### src/rtl/bd_pkg.sv
package bd_pkg;
  localparam int CODE_W = 8;

  typedef enum logic [CODE_W-1:0] {
    BC_ALW = 8'd0,  BC_ZC  = 8'd1,  BC_ZS  = 8'd2,  BC_NC  = 8'd3,
    BC_NS  = 8'd4,  BC_VC  = 8'd5,  BC_VS  = 8'd6,  BC_CC  = 8'd7,
    BC_CS  = 8'd8,  BC_SGE = 8'd9,  BC_SLT = 8'd10, BC_SGT = 8'd11,
    BC_SLE = 8'd12, BC_UHI = 8'd13, BC_ULS = 8'd14, BC_UHS = 8'd15,
    BC_ULO = 8'd16, BC_LOOP = 8'd17
  } bcode_e;

  typedef struct packed {
    logic n;
    logic z;
    logic v;
    logic c;
  } flags_t;

  function automatic logic code_known(input logic [CODE_W-1:0] code);
    return code <= 8'(BC_LOOP);
  endfunction
endpackage

### src/rtl/bd_cond_eval.sv
module bd_cond_eval
  import bd_pkg::*;
(
  input  logic [CODE_W-1:0] code,
  input  flags_t            fl,
  output logic              hit
);
  logic lt_s;
  assign lt_s = fl.n ^ fl.v;

  always_comb begin
    case (code)
      8'(BC_ALW): hit = 1'b1;
      8'(BC_ZC):  hit = ~fl.z;
      8'(BC_ZS):  hit = fl.z;
      8'(BC_NC):  hit = ~fl.n;
      8'(BC_NS):  hit = fl.n;
      8'(BC_VC):  hit = ~fl.v;
      8'(BC_VS):  hit = fl.v;
      8'(BC_CC):  hit = ~fl.c;
      8'(BC_CS):  hit = fl.c;
      8'(BC_SGE): hit = ~lt_s;
      8'(BC_SLT): hit = lt_s;
      8'(BC_SGT): hit = ~(fl.z | lt_s);
      8'(BC_SLE): hit = fl.z | lt_s;
      8'(BC_UHI): hit = ~(fl.c | fl.z);
      8'(BC_ULS): hit = fl.c | fl.z;
      8'(BC_UHS): hit = ~fl.c;
      8'(BC_ULO): hit = fl.c;
      default:    hit = 1'b0;
    endcase
  end
endmodule

### src/rtl/bd_target.sv
module bd_target #(
  parameter int AW     = 16,
  parameter int OFF_W  = 8,
  parameter int LOOP_W = 6
) (
  input  logic [AW-1:0]    pc,
  input  logic [OFF_W-1:0] off,
  input  logic             is_loop,
  output logic [AW-1:0]    target
);
  localparam int FPAD = AW - OFF_W - 1;
  localparam int BPAD = AW - LOOP_W - 1;

  logic [AW-1:0] fwd_bytes;
  logic [AW-1:0] back_bytes;

  assign fwd_bytes  = {{FPAD{off[OFF_W-1]}}, off, 1'b0};
  assign back_bytes = {{BPAD{1'b0}}, off[LOOP_W-1:0], 1'b0};

  always_comb begin
    if (is_loop) target = pc - back_bytes;
    else         target = pc + fwd_bytes;
  end
endmodule

### src/rtl/bd_loop_dec.sv
module bd_loop_dec #(
  parameter int DW = 16
) (
  input  logic [DW-1:0] value,
  output logic [DW-1:0] dec,
  output logic          nonzero
);
  assign dec     = value - DW'(1);
  assign nonzero = |dec;
endmodule

### src/rtl/branch_decide.sv
module branch_decide
  import bd_pkg::*;
#(
  parameter int AW     = 16,
  parameter int OFF_W  = 8,
  parameter int LOOP_W = 6
) (
  input  logic             clk,
  input  logic             rst_n,
  input  logic             valid_i,
  input  logic [7:0]       cond_i,
  input  logic [OFF_W-1:0] offset_i,
  input  logic [3:0]       flags_i,
  input  logic [AW-1:0]    pc_i,
  input  logic [AW-1:0]    reg_i,
  output logic             valid_o,
  output logic             taken_o,
  output logic [AW-1:0]    target_o,
  output logic [AW-1:0]    reg_o,
  output logic             reg_we_o
);
  flags_t        fl;
  logic          is_loop;
  logic          flag_hit;
  logic          loop_nz;
  logic [AW-1:0] dec_val;
  logic [AW-1:0] tgt_d;
  logic          taken_d;
  logic [AW-1:0] reg_d;

  assign fl      = flags_t'(flags_i);
  assign is_loop = (cond_i == 8'(BC_LOOP));

  bd_cond_eval u_cond (.code(cond_i), .fl(fl), .hit(flag_hit));

  bd_target #(.AW(AW), .OFF_W(OFF_W), .LOOP_W(LOOP_W)) u_tgt (
    .pc(pc_i), .off(offset_i), .is_loop(is_loop), .target(tgt_d)
  );

  bd_loop_dec #(.DW(AW)) u_dec (.value(reg_i), .dec(dec_val), .nonzero(loop_nz));

  always_comb begin
    taken_d = is_loop ? loop_nz : flag_hit;
    reg_d   = is_loop ? dec_val : reg_o;
  end

  always_ff @(posedge clk or negedge rst_n) begin
    if (!rst_n) begin
      valid_o  <= 1'b0;
      taken_o  <= 1'b0;
      target_o <= '0;
      reg_o    <= '0;
      reg_we_o <= 1'b0;
    end else begin
      valid_o <= valid_i;
      if (valid_i) begin
        taken_o  <= taken_d;
        target_o <= tgt_d;
        reg_o    <= reg_d;
        reg_we_o <= is_loop;
      end
    end
  end

  AST_RESULT_LAT: assert property (@(posedge clk) disable iff (!rst_n)
    valid_i |=> valid_o);
  AST_IDLE_LAT: assert property (@(posedge clk) disable iff (!rst_n)
    !valid_i |=> !valid_o);
  AST_ALWAYS_TAKEN: assert property (@(posedge clk) disable iff (!rst_n)
    (valid_i && cond_i == 8'(BC_ALW)) |=> taken_o);
  AST_SIGNED_LT: assert property (@(posedge clk) disable iff (!rst_n)
    (valid_i && cond_i == 8'(BC_SLT)) |=> (taken_o == $past(flags_i[3] ^ flags_i[1])));
  AST_UNSIGNED_LO: assert property (@(posedge clk) disable iff (!rst_n)
    (valid_i && cond_i == 8'(BC_ULO)) |=> (taken_o == $past(flags_i[0])));
  AST_LOOP_TEST: assert property (@(posedge clk) disable iff (!rst_n)
    reg_we_o |-> (taken_o == (reg_o != '0)));
  AST_UNDEF_QUIET: assert property (@(posedge clk) disable iff (!rst_n)
    (valid_i && !code_known(cond_i)) |=> (!taken_o && !reg_we_o));
  AST_HOLD_IDLE: assert property (@(posedge clk) disable iff (!rst_n)
    !valid_i |=> ($stable(target_o) && $stable(taken_o) && $stable(reg_o)));
endmodule

### config.mk
export PLATFORM = sky130hd
export DESIGN_NAME = branch_decide
export DESIGN_NICKNAME = d
export VERILOG_FILES = /design/src/rtl/bd_pkg.sv /design/src/rtl/bd_cond_eval.sv /design/src/rtl/bd_target.sv /design/src/rtl/bd_loop_dec.sv /design/src/rtl/branch_decide.sv
export SDC_FILE = /design/constraint.sdc
export NUM_CORES = 1
export LEC_CHECK = 0
export ABC_CLOCK_PERIOD_IN_PS = 950
export BUFFER_PORTS_ARGS = -buffer_cell sky130_fd_sc_hd__buf_2
export CAP_MARGIN = 20
export CORE_MARGIN = 3
export CORE_UTILIZATION = 29
export CTS_CLUSTER_SIZE = 40
export DETAILED_ROUTE_END_ITERATION = 10
export GPL_ROUTABILITY_DRIVEN = 0
export PLACE_DENSITY = 0.53
export SYNTH_ARGS = -nofsm -noshare
export SYNTH_HDL_FRONTEND = slang
export SYNTH_SLANG_ARGS = --single-unit
### constraint.sdc
create_clock -name clk -period 0.95 [get_ports clk]
set_input_delay 0.1425 -clock clk [delete_from_list [all_inputs] [get_ports clk]]
set_output_delay 0.1425 -clock clk [all_outputs]
set_load 0.01 [all_outputs]
==> impl_metrics.toml, run 1 <==
[run_status]
status = "finished, violations left"
violations = "setup timing"

[power_and_ir_drop]
internal_power_mw = 3.519
power_mw = 5.326
power_leakage_nw = 2.662
comb_power_share_pct = 45.1
sw_frac_of_total_pct = 33.94
p_seq_share_pct = 33.3
p_sw_mw = 1.807
peakVddDrop_mv = 0.6510
clkPwrFrac_pct = 21.6
p_per_area_nw_per_um2 = 998.1

[min_path]
holdCritPathClass = "primary input to flip-flop"
hp-start = "pc_i[0]"

[clock_network]
worstSkewPairLatency_ns = 0.29
cts-root-buf = "clkbuf_8"
cts_tree = "built"
clock-sinks = 35
cts_buffer_depth = 2
cts_buffers = 5
htreeDepth = 2
cts.reportedPaths.clkPinSlew_ns = 0.08

[placement]
place_ws_ns = -1.826
dpl_cell_area_um2 = 4343
port_buffers = 89
place_hpwl_um = 6749
dp.cells = 633

[sta]
setup_violations = 54
setup_ws_ns = -1.544
hold_viol_final = 0
min_period_ns = 2.494
tns_ns = -24.62
rsz0062_at_grt = "true"
skew_ns = 0
fmax_ghz = 0.4010
slew_headroom_pct = 73.70
whs_ns = 0.08764
period_share_pct = 262.5
drv_slew = 0
max_slew.worst_pin.slew_ns = 0.3893

[routing]
drt_pass1_iterations = 4
wl_per_cell_um = 13.56
drc = 0
antenna_left = 0
wl_um = 9332
viasPerCell = 4.708
vias = 3239
drtIter0Drc = 57

[final_layout]
num_antenna_cells = 0
syn_to_final_growth_pct = 83.60
nets = 634
fin_area_um2 = 5336
final_layout_size_suffix_gt1_share_pct = 60.29
fin_util_pct = 56.16
finalNonFillerCells = 688

[worst_setup_path]
critPathKind = "primary input to flip-flop"
endpoint_kind = "flip-flop"
cp-startpoint = "offset_i[5]"
worst_setup_path_start_kind = "primary input"
critPathArrivalTime_ns = 2.70
cp-endpoint = "target_o[15]"
critPathRequiredTime_ns = 1.15
cp_max_fo = 3
rr_endpoint = "taken_o"
r2r_setup_slack_ns = 0
r2r_cells = 3
r2r_start = "taken_o"

[global_route]
grt_max_degree = 36
track_usage_pct = 16.40
overflow = 0
first_global_vias = 3260
grt_pass1_wl_um = 15240
antenna_found_initial = 0

[synthesis]
synth_cell_type_count = 62
syn_area_um2 = 2907
synth_most_common_cell = "nand2_1"
yosysTopAreaCellShare_pct = 30.13
synth_flop_cell = "dfrtp_1"
synth_top_cell_by_area = "dfrtp_1"
synth_area_leaders = "dfrtp_1 (30%), ha_1 (8.6%), xnor2_1 (5.7%)"
ys_async_sr_fraction_pct = 100.0
synth_commonest_cells = "nand2_1 (36), dfrtp_1 (35), nor2_1 (22), o21ai_0 (22), ha_1 (20)"
synthCells = 330
synth-edff-count = 0
synth-seq-area-share_pct = 30.13
syn_nets = 406
synth-seq-cells = 35
yosys_warnings = 0
avgSynthCellArea_um2 = 8.808

[floorplan]
die-area_um2 = 11260
num_io_pins = 90
die_y_um = 106.1
core_um2 = 9503
core.rowCount = 35
die_x_um = 106.1
start_util_pct = 30.59

[job]
maxCapViolations = 0
==> final cells by class <==
| class | count | area (um2) |
|---|---|---|
| Clock buffer | 5 | 68.82 |
| Clock inverter | 3 | 20.02 |
| Fill cell | 881 | 4167 |
| Inverter | 18 | 68.82 |
| Multi-Input combinational cell | 267 | 2357 |
| Sequential cell | 35 | 875.8 |
| Tap cell | 129 | 161.4 |
| Timing Repair Buffer | 231 | 1784 |
==> sequential cells by signal, summed over array words and instances, names as in the netlist <==
name      flops
target_o     16
taken_o       1
reg_o        16
reg_we_o      1
valid_o       1
==> kinds of logic (layout without fill, tap and decap cells) <==
| logic type | count (synthesis) | in the layout | share of synthesized area [%] |
|---|---|---|---|
| AOI/OAI and AO/OA | 88 | 88 | 19.93 |
| xor gates and xnor gates | 28 | 28 | 8.954 |
| adders and majority gates | 21 | 21 | 9.298 |
| buffers and inverters | 28 | 257 | 4.003 |
| DFF | 35 | 35 | 30.13 |
| muxes | 10 | 10 | 3.874 |
| and+or+nand+nor | 120 | 120 | 23.81 |
==> timing repair <==
action | in CTS | in global routing
gates cloned | 4 | 0
endpoints found under the setup margin | 67 | 67
buffers inserted | 29 | 18
gates resized for setup | 64 | 52
pin swaps | 34 | 40
hold buffers | 1 | 0
hold endpoints to repair | 35 | 0
==> power groups by stage <==
stage	clock network [mW]	logic, mW	registers [mW]
finish	1.15	2.40	1.77
global route	1.23	2.63	1.80
CTS	1.18	2.19	1.77
detailed placement	0	1.91	1.80
global placement	0	1.89	1.79
floorplan	0	0.872	1.88
==> worst min-delay path by stage <==
stage | cells after the start | slack, ns | endpoint
after floorplan | 0 | -0.15 | reg_o[0]
after global placement | 2 | 0.12 | reg_o[0]
after detailed placement | 2 | 0.12 | reg_o[5]
after CTS | 2 | 0.08 | target_o[0]
after global routing | 2 | 0.09 | target_o[0]
final | 2 | 0.09 | target_o[0]
==> placed cells by master, fill, tap and decap left out, drive strengths merged, types with 3 or more instances in the layout <==
master	n
o211ai	3
o21ai	25
a21o	6
a21oi	18
nand4	4
dfrtp	35
nand2b	3
inv	17
clkbuf	5
mux2	10
xor2	8
nor2	22
a31oi	4
buf	230
or3	8
nand3	3
nor2b	9
o21a	6
o31a	3
nor4	3
o31ai	6
a211oi	3
xnor2	20
ha	20
or4	5
nor3	14
nand2	37
==> worst max-delay path: stages <==
cell and delay (ns):
buf_6 0.09, or4_4 0.56, nor4_4 0.19, xnor2_1 0.16, nand2b_1 0.10, ha_1 0.29, a2111o_1 0.43, o211ai_1 0.19
a31oi_1 0.11, o21a_1 0.20, o31ai_2 0.22
==> layer usage <==
metal,share of wire (%),vias to the layer above,global-route usage [%]
li1,-,1644,-
met1,44,1522,21.45
met2,50,67,28.37
met3,4.1,6,2.732
met4,0.98,0,3.515
met5,0,-,0
No activity file was read; power rests on OpenSTA's default activity.
==> inputs of run 2 (changes only) <==
Settings changed: MAX_ROUTING_LAYER set to met4, SYNTH_HIERARCHICAL set to 1.
==> impl_metrics.toml, run 2 <==
[min_path]
holdCritPathClass = "primary input to flip-flop"

[final_layout]
syn_to_final_growth_pct = 76.60
n_fill_cell = 919
final_layout_size_suffix_gt1_share_pct = 59.89
nets = 606
final_cell_mix = "buf_4 (112), buf_2 (74), dfrtp_1 (35), buf_6 (31), ha_1 (19)"
fin_area_um2 = 5296
num_antenna_cells = 0
finalNonFillerCells = 664
reg.largest.list = "reg_o x16, target_o x16"
final_common_cell = "buf_4"

[routing]
antenna_left = 0
wl_um = 8991
viasPerCell = 4.720
wl_per_cell_um = 13.54
vias = 3134
drc = 0
drt_pass1_iterations = 4
drtIter0Drc = 108

[floorplan]
die_y_um = 107.7
start_util_pct = 30.27
die_x_um = 107.7
num_io_pins = 90
core_um2 = 9910
core.rowCount = 36
die-area_um2 = 11600

[sta]
max_slew.worst_pin.slew_ns = 0.4670
period_share_pct = 292.8
rsz0062_at_grt = "true"
setup_violations = 37
min_period_ns = 2.781
hold_viol_final = 0
drv_slew = 0
fmax_ghz = 0.3595
slew_headroom_pct = 68.80
setup_ws_ns = -1.831
skew_ns = 0
whs_ns = 0.1203

[run_status]
violations = "setup timing"
status = "finished, violations left"

[synthesis]
synth_area_leaders = "dfrtp_1 (29%), mux2_2 (9.0%), ha_1 (8.3%)"
synth-seq-area-share_pct = 29.20
syn_area_um2 = 2999
yosys_warnings = 6
ys_async_sr_fraction_pct = 100.0
syn_nets = 381
synth-seq-cells = 35
avgSynthCellArea_um2 = 9.833
synth_cell_type_count = 66
synth_most_common_cell = "dfrtp_1"
synth_flop_cell = "dfrtp_1"
synthCells = 305
synth_commonest_cells = "dfrtp_1 (35), mux2_2 (24), nor2_1 (23)"
yosysTopAreaCellShare_pct = 29.20
synth_top_cell_by_area = "dfrtp_1"
synth-edff-count = 0

[placement]
dp.cells = 621
dpl_cell_area_um2 = 4492
port_buffers = 89
place_hpwl_um = 6750

[global_route]
grt_max_degree = 36
antenna_found_initial = 0
grt_util_met1_pct = 20.77
overflow = 0
grt_use_met3_pct = 2.759
first_global_vias = 3140
track_usage_pct = 15.79
grt-busiest-layer = "met2"
grt_pass1_wl_um = 14620
met2_usage_pct = 25.71

[clock_network]
cts.reportedPaths.clkPinSlew_ns = 0.07
clock-sinks = 35
cts_buffer_depth = 2
cts_buffers = 5
cts-root-buf = "clkbuf_8"
cts_tree = "built"
worstSkewPairLatency_ns = 0.27
htreeDepth = 2

[worst_setup_path]
cpMaxStageDelayCell = "or4bb_4"
critPathKind = "primary input to flip-flop"
slowest_delay_ns = 0.55
worst_setup_path_start_kind = "primary input"
critPathRequiredTime_ns = 1.16
critPathArrivalTime_ns = 3.00
path_cells = "buf_2 -> or4bb_4 -> nor2_4 -> buf_12 -> mux2i_4 -> ha_1 -> nor2b_4 -> o2111a_2 -> o21a_4 -> or4b_1 -> o311ai_1 -> mux2_4"
cp_max_fo = 6
endpoint_kind = "flip-flop"
cp_top_family = "simple AND/OR/NAND/NOR gates"
worst-path-buf-inv = 2

[job]
maxCapViolations = 0

[power_and_ir_drop]
p_per_area_nw_per_um2 = 1064
peakVddDrop_mv = 0.5930
power_leakage_nw = 2.636
-- run 2: cell count changes after synthesis, moves of 5 or more --
cell / previous run / this run
nor2b_1: 8 / 3
mux2_2: 8 / 24
nand2_1: 36 / 17
xor2_1: 7 / 12
mux2_4: 0 / 9
o21ai_0: 22 / 10
inv_1: 17 / 11
clkbuf_1: 8 / 3
a21oi_1: 18 / 13
nand2b_1: 3 / 8
-- run 2: repair_timing --
| action | 4_1_cts | 5_1_grt |
|---|---|---|
| endpoints found under the setup margin | 48 | 66 |
| hold endpoints to repair | 35 | 0 |
| pin swaps | 30 | 29 |
| resized for setup | 41 | 51 |
| hold buffers | 1 | 0 |
| setup buffers | 15 | 24 |
| gates cloned | 2 | 0 |
-- run 2: final cells by class --
class	count	area (um2)	area share, %
Multi-Input combinational cell	250	2335	44.08
Inverter	11	66.31	1.252
Sequential cell	35	875.8	16.54
Tap cell	133	166.4	3.142
Clock buffer	8	100.1	1.890
Timing Repair Buffer	227	1753	33.10
-- run 2: cell families (layout without fill, tap and decap cells) --
logic type	after synthesis	count (layout)	share of synthesized area [%]
AND/OR/NAND/NOR	103	103	21.32
AO/OA/AOI/OAI	63	63	14.81
multiplexers	35	35	14.18
flip-flops	35	35	29.20
XOR/XNOR	28	28	8.427
adder cells (fa/ha/maj)	21	21	9.011
buffers and inverters	20	246	3.046
-- run 2: power by group --
group          internal, mW  switching (mW)
registers              1.71           0.139
logic                  1.52            1.10
clock network         0.662           0.500
total                  3.90            1.74
-- run 2: metal layers --
layer  vias up  share of wire [%]  wire length, um
met5         -                  0                0
met4         0               0.79               71
li1       1575                  -                -
met1      1490                 45             4072
met3         4                3.4              305
met2        65                 51             4542
-- run 2: metrics by stage --
step	power, mW	TNS, ns	setup WS (ns)	util, %
6_report	5.636	-28.07	-1.831	53.45
5_1_grt	6.021	-30.76	-1.914	53.45
4_1_cts	5.415	-27.06	-1.756	49.73
3_5_place_dp	3.979	-38.65	-2.221	45.33
3_3_place_gp	3.945	-38.09	-2.185	45.33
2_1_floorplan	2.900	-27.55	-1.842	-
-- run 2: worst paths after layout --
check	slack, ns	to	depth (start not counted)	from
min in group asynchronous	0.35	reg_o[14]	3	rst_n
max	-1.83	target_o[14]	12	cond_i[4]
min reg2reg	0.50	reg_o[1]	1	reg_o[1]
min	0.12	target_o[0]	2	pc_i[0]
max reg2reg	0.05	target_o[12]	2	target_o[12]
max in group asynchronous	0.41	reg_o[0]	3	rst_n
